$ cat config.mk
export PLATFORM = sky130hd
export DESIGN_NAME = tpq_elastic_queue
export DESIGN_NICKNAME = d
export VERILOG_FILES = /design/src/rtl/tpq_pkg.sv /design/src/rtl/tpq_store.sv /design/src/rtl/tpq_in_side.sv /design/src/rtl/tpq_out_side.sv /design/src/rtl/tpq_elastic_queue.sv
export SDC_FILE = /design/constraint.sdc
export NUM_CORES = 1
export LEC_CHECK = 0
export ABC_AREA = 1
export BUFFER_PORTS_ARGS = -buffer_cell sky130_fd_sc_hd__buf_4
export CELL_PAD_IN_SITES_DETAIL_PLACEMENT = 1
export CELL_PAD_IN_SITES_GLOBAL_PLACEMENT = 1
export CORE_MARGIN = 2
export CORE_UTILIZATION = 37
export CTS_CLUSTER_DIAMETER = 40
export DETAILED_ROUTE_END_ITERATION = 7
export MAX_ROUTING_LAYER = met4
export PLACE_DENSITY = 0.76
export SLEW_MARGIN = 20
export SYNTH_ARGS = -nofsm -noshare
export SYNTH_HDL_FRONTEND = slang
export SYNTH_SLANG_ARGS = --single-unit
$ cat constraint.sdc
create_clock -name clk -period 1.9 [get_ports clk]
set_input_delay 0.285 -clock clk [delete_from_list [all_inputs] [get_ports clk]]
set_output_delay 0.285 -clock clk [all_outputs]
set_load 0.01 [all_outputs]
$ cat src/rtl/tpq_pkg.sv
package tpq_pkg;
  function automatic int idx_bits(input int n);
    return (n <= 1) ? 1 : $clog2(n);
  endfunction
endpackage

$ cat src/rtl/tpq_store.sv
module tpq_store #(
  parameter int WIDTH = 16,
  parameter int DEPTH = 2
) (
  input  logic             clk,
  input  logic             rst,
  input  logic             push,
  input  logic [WIDTH-1:0] push_data,
  input  logic             pop,
  output logic [WIDTH-1:0] head,
  output logic             full,
  output logic             empty
);
  localparam int AW = tpq_pkg::idx_bits(DEPTH);
  localparam int CW = $clog2(DEPTH + 1);
  localparam logic [AW-1:0] LAST = AW'(DEPTH - 1);
  localparam logic [CW-1:0] CAP  = CW'(DEPTH);

  logic [WIDTH-1:0] mem [DEPTH];
  logic [AW-1:0]    wr_ptr, rd_ptr;
  logic [CW-1:0]    count;

  assign full  = (count == CAP);
  assign empty = (count == '0);
  assign head  = mem[rd_ptr];

  always_ff @(posedge clk) begin
    if (push) mem[wr_ptr] <= push_data;
  end

  always_ff @(posedge clk) begin
    if (rst) begin
      wr_ptr <= '0;
      rd_ptr <= '0;
      count  <= '0;
    end else begin
      if (push) wr_ptr <= (wr_ptr == LAST) ? '0 : wr_ptr + 1'b1;
      if (pop)  rd_ptr <= (rd_ptr == LAST) ? '0 : rd_ptr + 1'b1;
      case ({push, pop})
        2'b10:   count <= count + 1'b1;
        2'b01:   count <= count - 1'b1;
        default: count <= count;
      endcase
    end
  end

  // storage never exceeds its capacity
  a_r4_no_overflow: assert property (@(posedge clk) disable iff (rst)
    full |-> !push);
  a_r4_count_bound: assert property (@(posedge clk) disable iff (rst)
    count <= CAP);
  // nothing is taken from an empty store
  a_r5_no_underflow: assert property (@(posedge clk) disable iff (rst)
    empty |-> !pop);
endmodule

$ cat src/rtl/tpq_in_side.sv
module tpq_in_side (
  input  logic clk,
  input  logic rst,
  input  logic req,
  input  logic room,
  output logic ack,
  output logic take
);
  logic ack_q;
  logic pending;

  assign pending = req ^ ack_q;
  assign take    = pending & room;
  assign ack     = ack_q;

  always_ff @(posedge clk) begin
    if (rst) ack_q <= 1'b0;
    else if (take) ack_q <= ~ack_q;
  end

  // no acknowledge change without an outstanding request
  a_r2_ack_needs_req: assert property (@(posedge clk) disable iff (rst)
    (req == ack) |=> $stable(ack));
  // a full store withholds the acknowledge
  a_r4_hold_when_full: assert property (@(posedge clk) disable iff (rst)
    !room |=> $stable(ack));
endmodule

$ cat src/rtl/tpq_out_side.sv
module tpq_out_side #(
  parameter int WIDTH = 16
) (
  input  logic             clk,
  input  logic             rst,
  input  logic             avail,
  input  logic [WIDTH-1:0] head,
  input  logic             ack,
  output logic             req,
  output logic [WIDTH-1:0] data,
  output logic             pop
);
  logic             req_q;
  logic [WIDTH-1:0] data_q;
  logic             idle;

  assign idle = (req_q == ack);
  assign pop  = idle & avail;
  assign req  = req_q;
  assign data = data_q;

  always_ff @(posedge clk) begin
    if (rst) begin
      req_q  <= 1'b0;
      data_q <= '0;
    end else if (pop) begin
      req_q  <= ~req_q;
      data_q <= head;
    end
  end

  // an outstanding word is frozen until acknowledged
  a_r6_req_waits: assert property (@(posedge clk) disable iff (rst)
    (req != ack) |=> $stable(req));
  a_r6_data_holds: assert property (@(posedge clk) disable iff (rst)
    (req != ack) |=> $stable(data));
  // no offer without a stored word
  a_r7_req_needs_word: assert property (@(posedge clk) disable iff (rst)
    !avail |=> $stable(req));
endmodule

$ cat src/rtl/tpq_elastic_queue.sv
module tpq_elastic_queue #(
  parameter int WIDTH = 16,
  parameter int DEPTH = 2
) (
  input  logic             clk,
  input  logic             rst,
  input  logic             in_req,
  input  logic [WIDTH-1:0] in_data,
  output logic             in_ack,
  output logic             out_req,
  output logic [WIDTH-1:0] out_data,
  input  logic             out_ack
);
  logic             take, pop, full, empty;
  logic [WIDTH-1:0] head;

  tpq_in_side u_in (
    .clk  (clk),
    .rst  (rst),
    .req  (in_req),
    .room (!full),
    .ack  (in_ack),
    .take (take)
  );

  tpq_store #(.WIDTH(WIDTH), .DEPTH(DEPTH)) u_store (
    .clk       (clk),
    .rst       (rst),
    .push      (take),
    .push_data (in_data),
    .pop       (pop),
    .head      (head),
    .full      (full),
    .empty     (empty)
  );

  tpq_out_side #(.WIDTH(WIDTH)) u_out (
    .clk   (clk),
    .rst   (rst),
    .avail (!empty),
    .head  (head),
    .ack   (out_ack),
    .req   (out_req),
    .data  (out_data),
    .pop   (pop)
  );

  // the wires on both sides come out of reset low
  a_r1_reset_low: assert property (@(posedge clk)
    $past(rst) |-> (!in_ack && !out_req));
endmodule

==> flow_metrics.env, run 1 <==
export IMPL_fin_crit_sh_pct=76.6
export IMPL_core_area_um2=5570
export IMPL_cts_tree="built"
export IMPL_cts_root_buffer="clkbuf_8"
export IMPL_ys_seq_area_share_pct=64.5
export IMPL_fin_util_pct=47.2
export IMPL_grt_max_degree=35
export IMPL_period_needed_ns=1.46
export IMPL_vias=1522
export IMPL_routed_wl_um=3940
export IMPL_setup_viol=0
export IMPL_die_area_um2=6500
export IMPL_syn_area_per_cell_um2=9.25
export IMPL_htree_levels=2
export IMPL_max_slew_worst_pin_slew_ns=0.337
export IMPL_cts_setup_buffers=0
export IMPL_p_total_mw=3.79
export IMPL_hold_viol_final=0
export IMPL_arrival_ns=1.66
export IMPL_syn_inst=235
export IMPL_layout_common_cells="nand2_1 (62), inv_1 (42), buf_4 (42)"
export IMPL_cts_resized=0
export IMPL_power_leakage_nw=1.22
export IMPL_ctsHoldBuffers=0
export IMPL_finClkSkew_ns=0.00542
export IMPL_grt_pass1_vias=1448
export IMPL_die_width_um=80.6
export IMPL_tns_ns=0
export IMPL_min_delay_start="rst"
export IMPL_cp_startpoint="u_store.count[0]"
export IMPL_timing_max_cap_violations=0
export IMPL_fin_hold_ws_ns=0.151
export IMPL_drt_iter0_drc=44
export IMPL_clock_sinks=54
export IMPL_clockBufferDepth=2
export IMPL_port_buffers=37
export IMPL_area_growth_pct=21.0
export IMPL_drive_gt1_share_pct=18.8
export IMPL_endpoint_kind="flop"
export IMPL_synthTopCellsByArea="edfxtp_1 (44%), dfxtp_1 (20%), nand2_1 (11%)"
export IMPL_io_pins=38
export IMPL_antenna_found_initial=0
export IMPL_synth_top_area_share_pct=44.2
export IMPL_synth_distinct_cells=18
export IMPL_cp_start_kind="flop"
export IMPL_crit_type="reg2reg"
export IMPL_final_common_cell="nand2_1"
export IMPL_yosys_warnings=0
export IMPL_clock_fmax_mhz=687
export IMPL_cts_buffers=5
export IMPL_clk_pin_slew_ns=0.09
export IMPL_clk_latency_ns=0.31
export IMPL_hpwl_um=2690
export IMPL_ir_worst_vdd_v=0.000575
export IMPL_ant_nets=0
export IMPL_antennaDiodeCount=0
export IMPL_yosys_area_top_type="edfxtp_1"
export IMPL_required_ns=2.11
export IMPL_via_per_inst=4.37
export IMPL_syn_area_um2=2170
export IMPL_slew_headroom_pct=77.5
export IMPL_drc=0
export IMPL_hp_class="in2reg"
export IMPL_timing_rr_start="u_store.count[0]"
export IMPL_first_pass_iters=4
export IMPL_synth_seq_cells=54
export IMPL_grt_overflow_total=0
export IMPL_syn_nets=256
export IMPL_grt_pass1_wl_um=6660
export IMPL_rows=27
export IMPL_start_util_pct=39.0
export IMPL_wl_per_cell_um=11.3
export IMPL_worstPathMaxFanout=5
export IMPL_power_density_nw_per_um2=1440
export IMPL_maxSlewViolCount=0
export IMPL_run_status="completed"
export IMPL_rsz0062_at_grt="false"
export IMPL_track_usage_pct=14.1
export IMPL_place_congestion=0.731
export IMPL_die_h_um=80.6
export IMPL_nets=296
==> routing by layer <==
metal | routed length [µm] | track usage (%) | vias up
met5 | 0 | - | -
met4 | 69 | 5.08 | 0
met3 | 149 | 4.04 | 5
met2 | 1930 | 21.8 | 24
met1 | 1790 | 17.6 | 695
li1 | - | - | 798
==> Yosys cell counts <==
cell      instances
clkbuf_2          1
inv_2             1
nand3_1           2
buf_2             6
dfxtp_1          22
o21ai_0          17
a21oi_1           2
a31oi_1           1
inv_1            42
nand2_4           1
edfxtp_1         32
nor2_1           39
a211oi_1          2
buf_6             2
nand4_1           1
ha_1              1
nand2_1          62
nand3_4           1
==> final timing paths <==
kind                       to  slack [ns]  depth (start not counted)
max reg2reg  u_store.count[1]        0.44                          7
min reg2reg     u_out.data[7]        0.52                          4
min                 u_out.req        0.15                          2
max          u_store.count[1]        0.44                          7
==> cells by family after synthesis <==
| family | Yosys count | synth area share (%) |
|---|---|---|
| AND/OR/NAND/NOR | 106 | 19.5 |
| flip-flops | 54 | 64.5 |
| buffers and inverters | 52 | 10.1 |
| AO/OA/AOI/OAI | 22 | 5.35 |
| adder cells (fa/ha/maj) | 1 | 0.576 |
==> sequential cells by signal, summed over array words and instances (netlist names) <==
signal and cells:
u_in.ack 1, u_out.data 16, u_out.req 1, u_store.count 2, u_store.mem 32, u_store.rd_ptr 1, u_store.wr_ptr 1
==> through the flow <==
| stage | setup slack (ns) | cell area, µm² | cells |
|---|---|---|---|
| floorplan | 0.157 | 2170 | 235 |
| global placement | 0.539 | 2520 | 340 |
| finish | 0.444 | 2630 | 348 |
| CTS | 0.435 | 2630 | 348 |
| global route | 0.339 | 2630 | 348 |
| detailed placement | 0.441 | 2520 | 340 |
==> worst max-delay path: stages (launching register included) <==
cell and delay, ns:
dfxtp_1 0.35, inv_2 0.07, nand2_1 0.10, nand3_1 0.17, ha_1 0.37, inv_1 0.06, a31oi_1 0.17, nor2_1 0.06
==> layout make-up <==
| class | count | area, µm² |
|---|---|---|
| sequential | 54 | 1400 |
| inverter | 43 | 161 |
| fill | 653 | 2940 |
| multi-input combinational | 129 | 556 |
| tap | 72 | 90.1 |
| timing repair buffer | 42 | 315 |
| clock buffer | 7 | 76.3 |
| clock inverter | 1 | 30.0 |
==> power by group <==
group / switching (mW) / total (mW) / leakage [nW] / internal (mW)
Sequential: 0.131 / 1.72 / 0.482 / 1.59
Combinational: 0.799 / 1.31 / 0.683 / 0.514
Clock: 0.362 / 0.757 / 0.0524 / 0.395
Power figures use the tool's default switching activity.
==> run 2: changes to the inputs <==
--- a/config.mk
+++ b/config.mk
@@ -10,11 +10,11 @@
 export CELL_PAD_IN_SITES_DETAIL_PLACEMENT = 1
 export CELL_PAD_IN_SITES_GLOBAL_PLACEMENT = 1
 export CORE_MARGIN = 2
-export CORE_UTILIZATION = 37
+export CORE_UTILIZATION = 41
 export CTS_CLUSTER_DIAMETER = 40
 export DETAILED_ROUTE_END_ITERATION = 7
 export MAX_ROUTING_LAYER = met4
-export PLACE_DENSITY = 0.76
+export PLACE_DENSITY = 0.79
 export SLEW_MARGIN = 20
 export SYNTH_ARGS = -nofsm -noshare
 export SYNTH_HDL_FRONTEND = slang
==> constraint.sdc (replaced) <==
create_clock -name clk -period 1.52 [get_ports clk]
set_input_delay 0.228 -clock clk [delete_from_list [all_inputs] [get_ports clk]]
set_output_delay 0.228 -clock clk [all_outputs]
set_load 0.01 [all_outputs]
==> run 2 against run 1 <==
Effect of this change: count of clock-buffer cells in the layout shrank 1; first-iteration DRC count rose by 100%; power increased by 24%; routed wire length is 7.7% higher; critical endpoint unchanged; largest cell class unchanged.
==> flow_metrics.env, run 2 (synthesized netlist as in run 1, its figures left out) <==
export IMPL_worstPathMaxFanout=5
export IMPL_power_leakage_nw=1.23
export IMPL_arrival_ns=1.67
export IMPL_multiInputGateArea_um2=576
export IMPL_reg2reg_slack_ns=0.05
export IMPL_pwr_share_comb_pct=37.8
export IMPL_period_needed_ns=1.47
export IMPL_cp_start_kind="flop"
export IMPL_largest_reg_flops=32
export IMPL_io_pins=38
export IMPL_run_status="completed"
export IMPL_clk_latency_ns=0.30
export IMPL_p_total_mw=4.72
export IMPL_cts_buffers=5
export IMPL_timing_max_cap_violations=0
export IMPL_reg2reg_to="u_store.count[1]"
export IMPL_core_area_um2=5110
export IMPL_grt_pass1_wl_um=7040
export IMPL_hp_class="in2reg"
export IMPL_vias=1560
export IMPL_p_int_mw=3.04
export IMPL_nets=297
export IMPL_max_slew_worst_pin_slew_ns=0.347
export IMPL_drc=0
export IMPL_rows=26
export IMPL_setup_viol=0
export IMPL_first_pass_iters=4
export IMPL_crit_end="u_store.count[1]"
export IMPL_cp_num_cells=7
export IMPL_htree_levels=2
export IMPL_finClkSkew_ns=0.00658
export IMPL_antenna_found_initial=0
export IMPL_cts_setup_buffers=0
export IMPL_via_per_inst=4.50
export IMPL_timing_rr_start="u_store.count[0]"
export IMPL_cts_root_buffer="clkbuf_8"
export IMPL_area_growth_pct=23.0
export IMPL_endpoint_kind="flop"
export IMPL_layout_common_cells="nand2_1 (62), inv_1 (42), buf_4 (40)"
export IMPL_slew_headroom_pct=76.9
export IMPL_die_width_um=76.8
export IMPL_p_clk_share_pct=16.4
export IMPL_setup_ws_ns=0.0492
export IMPL_cp_startpoint="u_store.count[0]"
export IMPL_cts_tree="built"
export IMPL_wl_per_cell_um=12.2
export IMPL_required_ns=1.72
export IMPL_drt_iter0_drc=89
export IMPL_slowest_stage="dfxtp_1"
export IMPL_ant_nets=0
export IMPL_final_common_cell="nand2_1"
export IMPL_start_util_pct=42.6
export IMPL_power_density_nw_per_um2=1770
export IMPL_switching_share_pct=35.6
export IMPL_clock_sinks=54
export IMPL_fin_crit_sh_pct=96.8
export IMPL_hpwl_um=2940
export IMPL_path_cells="inv_2 -> nand2_1 -> nand3_2 -> ha_4 -> inv_1 -> a31oi_1 -> nor2_1"
export IMPL_grt_pass1_vias=1566
export IMPL_p_sw_mw=1.68
export IMPL_cp_top_family="simple AND/OR/NAND/NOR gates"
export IMPL_grt_max_degree=35
export IMPL_slowest_delay_ns=0.36
export IMPL_fin_util_pct=52.4
export IMPL_dpl_worst_slack_ns=0.0437
export IMPL_worst_path_buf_inv=2
export IMPL_clockBufferDepth=2
export IMPL_track_usage_pct=15.5
export IMPL_maxSlewViolCount=0
export IMPL_port_buffers=37
export IMPL_grt_overflow_total=0
export IMPL_ff2ff_path_depth=7
export IMPL_place_congestion=0.734
export IMPL_fillers=605
export IMPL_die_area_um2=5900
export IMPL_regMostFlops="u_store.mem"
export IMPL_clock_fmax_mhz=680
export IMPL_crit_type="reg2reg"
export IMPL_hold_viol_final=0
export IMPL_clk_pin_slew_ns=0.09
export IMPL_ir_worst_vdd_v=0.000633
export IMPL_routed_wl_um=4240
export IMPL_antennaDiodeCount=0
export IMPL_drive_gt1_share_pct=20.9
export IMPL_regArea_um2=1400
export IMPL_die_h_um=76.8
export IMPL_seq_power_share_pct=45.8
[run 2: routing by layer]
layer  track usage [%]  wire (µm)  vias to the layer above  share of wire [%]
met5                 -          0                        -                  0
met4              4.36         44                        0                1.0
met3              2.59        114                        4                2.7
met2              28.0       2340                       23                 55
met1              17.7       1740                      731                 41
li1                  -          -                      802                  -
[run 2: per-stage QoR]
stage | area [µm²] | hold WS, ns | TNS [ns] | instances
after detailed placement | 2570 | 0.416 | 0 | 339
after global placement | 2570 | 0.412 | 0 | 339
after CTS | 2660 | 0.0876 | 0 | 347
final | 2670 | 0.0949 | 0 | 347
after floorplan | 2180 | 0.299 | 0 | 235
after global routing | 2670 | 0.0800 | -0.0671 | 347
[run 2: worst min-delay path by stage]
stage	from	end	slack (ns)	cells past startpoint
3_5_place_dp	rst	u_out.req	0.42	2
4_1_cts	rst	u_out.req	0.09	2
3_3_place_gp	rst	u_out.req	0.41	2
2_1_floorplan	rst	u_out.req	0.30	1
6_report	rst	u_out.req	0.09	2
5_1_grt	rst	u_out.req	0.08	2
[run 2: repair_timing]
item | 4_1_cts | 5_1_grt
resized for setup | 0 | 2
endpoints found under the setup margin | 0 | 2
hold buffers | 0 | 0
hold endpoints to repair | 0 | 0
[run 2: cell type report]
class | count | share of cell area (%)
flip-flops and latches | 54 | 52.5
multi-input cells | 129 | 21.5
repair buffers | 43 | 13.5
inverters | 43 | 6.04
well taps | 70 | 3.28
clock buffers | 6 | 2.71
clock inverters | 2 | 0.515
[run 2: power by group through the flow]
stage	clock network [mW]	registers, mW	logic, mW
2_1_floorplan	0	2.26	1.05
3_3_place_gp	0	2.18	1.69
3_5_place_dp	0	2.20	1.77
4_1_cts	0.802	2.17	1.78
5_1_grt	0.860	2.21	2.05
6_report	0.775	2.16	1.78
==> run 3: changes to the inputs <==
--- a/config.mk
+++ b/config.mk
@@ -15,6 +15,7 @@
 export DETAILED_ROUTE_END_ITERATION = 7
 export MAX_ROUTING_LAYER = met4
 export PLACE_DENSITY = 0.79
+export REMOVE_ABC_BUFFERS = 1
 export SLEW_MARGIN = 20
 export SYNTH_ARGS = -nofsm -noshare
 export SYNTH_HDL_FRONTEND = slang
==> run 3 against run 2 <==
Effect of this change: flip-flop and latch count unchanged; clock skew down 0.0034 ns; final cell count up 0.29%; register-to-register slack better by 0.03 ns; global-route usage up 0.57 points; clock power up 20%; non-clock buffer count up 1.
==> flow_metrics.env, run 3 (synthesized netlist as in run 1, its figures left out) <==
export IMPL_cp_start_kind="flop"
export IMPL_cts_root_buffer="clkbuf_8"
export IMPL_rsz0062_at_grt="false"
export IMPL_rows=26
export IMPL_setup_viol=0
export IMPL_htree_levels=2
export IMPL_cp_startpoint="u_store.count[0]"
export IMPL_setup_ws_ns=0.0755
export IMPL_ir_worst_vdd_v=0.000866
export IMPL_start_util_pct=42.6
export IMPL_die_h_um=76.8
export IMPL_fin_area_um2=2680
export IMPL_drc=0
export IMPL_area_growth_pct=23.1
export IMPL_fillers=623
export IMPL_period_needed_ns=1.44
export IMPL_dpl_worst_slack_ns=0.0326
export IMPL_min_delay_start="in_data[13]"
export IMPL_via_per_inst=4.48
export IMPL_slowest_stage="dfxtp_1"
export IMPL_clock_fmax_mhz=692
export IMPL_clockBufferDepth=2
export IMPL_worstPathMaxFanout=5
export IMPL_cp_top_family="flip-flops"
export IMPL_drive_gt1_share_pct=20.1
export IMPL_placed_cells=340
export IMPL_worst_path_buf_inv=2
export IMPL_timing_max_cap_violations=0
export IMPL_largest_reg_flops=32
export IMPL_hold_viol_final=0
export IMPL_grt_pass1_wl_um=7150
export IMPL_timing_rr_start="u_store.count[0]"
export IMPL_grt_max_degree=35
export IMPL_slew_headroom_pct=77.6
export IMPL_crit_type="reg2reg"
export IMPL_port_buffers=37
export IMPL_first_pass_iters=3
export IMPL_path_cells="inv_2 -> nand2_1 -> nand3_2 -> ha_1 -> inv_1 -> a31oi_1 -> nor2_1"
export IMPL_io_pins=38
export IMPL_die_area_um2=5900
export IMPL_core_area_um2=5110
export IMPL_nets=298
export IMPL_final_common_cell="nand2_1"
export IMPL_clock_sinks=54
export IMPL_power_density_nw_per_um2=1800
export IMPL_finClkSkew_ns=0.00322
export IMPL_slowest_delay_ns=0.36
export IMPL_maxSlewViolCount=0
export IMPL_layout_common_cells="nand2_1 (62), inv_1 (42), buf_4 (42)"
export IMPL_hp_class="in2reg"
export IMPL_clk_latency_ns=0.30
export IMPL_run_status="completed"
export IMPL_endpoint_kind="flop"
export IMPL_power_leakage_nw=1.24
export IMPL_clk_pin_slew_ns=0.09
export IMPL_fin_crit_sh_pct=95.0
export IMPL_grt_pass1_vias=1590
export IMPL_p_total_mw=4.83
export IMPL_place_congestion=0.704
export IMPL_grt_overflow_total=0
export IMPL_antenna_found_initial=0
export IMPL_die_width_um=76.8
export IMPL_routed_wl_um=4240
export IMPL_drt_iter0_drc=40
export IMPL_required_ns=1.71
export IMPL_antennaDiodeCount=0
export IMPL_max_slew_worst_pin_slew_ns=0.336
export IMPL_vias=1560
export IMPL_ant_nets=0
export IMPL_track_usage_pct=16.1
export IMPL_instances_no_fill=348
export IMPL_arrival_ns=1.64
export IMPL_cts_setup_buffers=0
export IMPL_wl_per_cell_um=12.2
export IMPL_hpwl_um=2990
export IMPL_regMostFlops="u_store.mem"
export IMPL_place_area_um2=2560
export IMPL_tns_ns=0
export IMPL_cts_buffers=5
export IMPL_cts_tree="built"
## run 3: cell types whose count changed in the layout (fill, tap and decap cells not counted), sizes merged
cell / delta
clkbuf: +1
bufinv: +1
buf: +1
clkinv: -2
## run 3: per-stage QoR
stage          hold slack (ns)  utilization, %
4_1_cts                  0.100            52.3
3_3_place_gp             0.414            50.2
6_report                 0.109            52.4
2_1_floorplan            0.306               -
5_1_grt                 0.0912            52.4
3_5_place_dp             0.416            50.2
## run 3: metal layers
metal / wire (µm) / track usage [%] / share of wire (%)
met4: 65 / 7.27 / 1.5
met5: 0 / - / 0
met3: 124 / 2.82 / 2.9
met2: 2280 / 28.2 / 54
met1: 1760 / 17.8 / 42
## run 3: worst paths after layout
| check | endpoint | slack [ns] | cells after the start |
|---|---|---|---|
| worst max-delay path | u_store.count[1] | 0.08 | 7 |
| worst min-delay path | u_store.mem[1][13] | 0.11 | 1 |
| worst max register to register | u_store.count[1] | 0.08 | 7 |
| worst min register to register | u_out.data[11] | 0.52 | 4 |
## run 3: worst register-to-register path: stages, from the launching register on
cell and delay (ns):
dfxtp_1 0.36, inv_2 0.08, nand2_1 0.12, nand3_2 0.15, ha_1 0.35, inv_1 0.06, a31oi_1 0.18, nor2_1 0.06
## run 3: what timing repair did
action | 4_1_cts | 5_1_grt
endpoints found under the setup margin | 0 | 2
gates resized for setup | 0 | 1
hold buffers | 0 | 0
## run 3: report_power, final
group | leakage, nW | switching (mW) | internal (mW)
sequential | 0.482 | 0.167 | 1.99
combinational | 0.704 | 1.04 | 0.700
clock | 0.0524 | 0.439 | 0.493
## run 3: area by class of cell
class                      count  area (µm²)  area share, %
inverter                      43         161           6.03
sequential                    54        1400           52.4
multi-input combinational    129         563           21.0
clock inverter                 1        30.0           1.12
tap                           70        87.6           3.27
clock buffer                   7        76.3           2.85
timing repair buffer          44         355           13.3
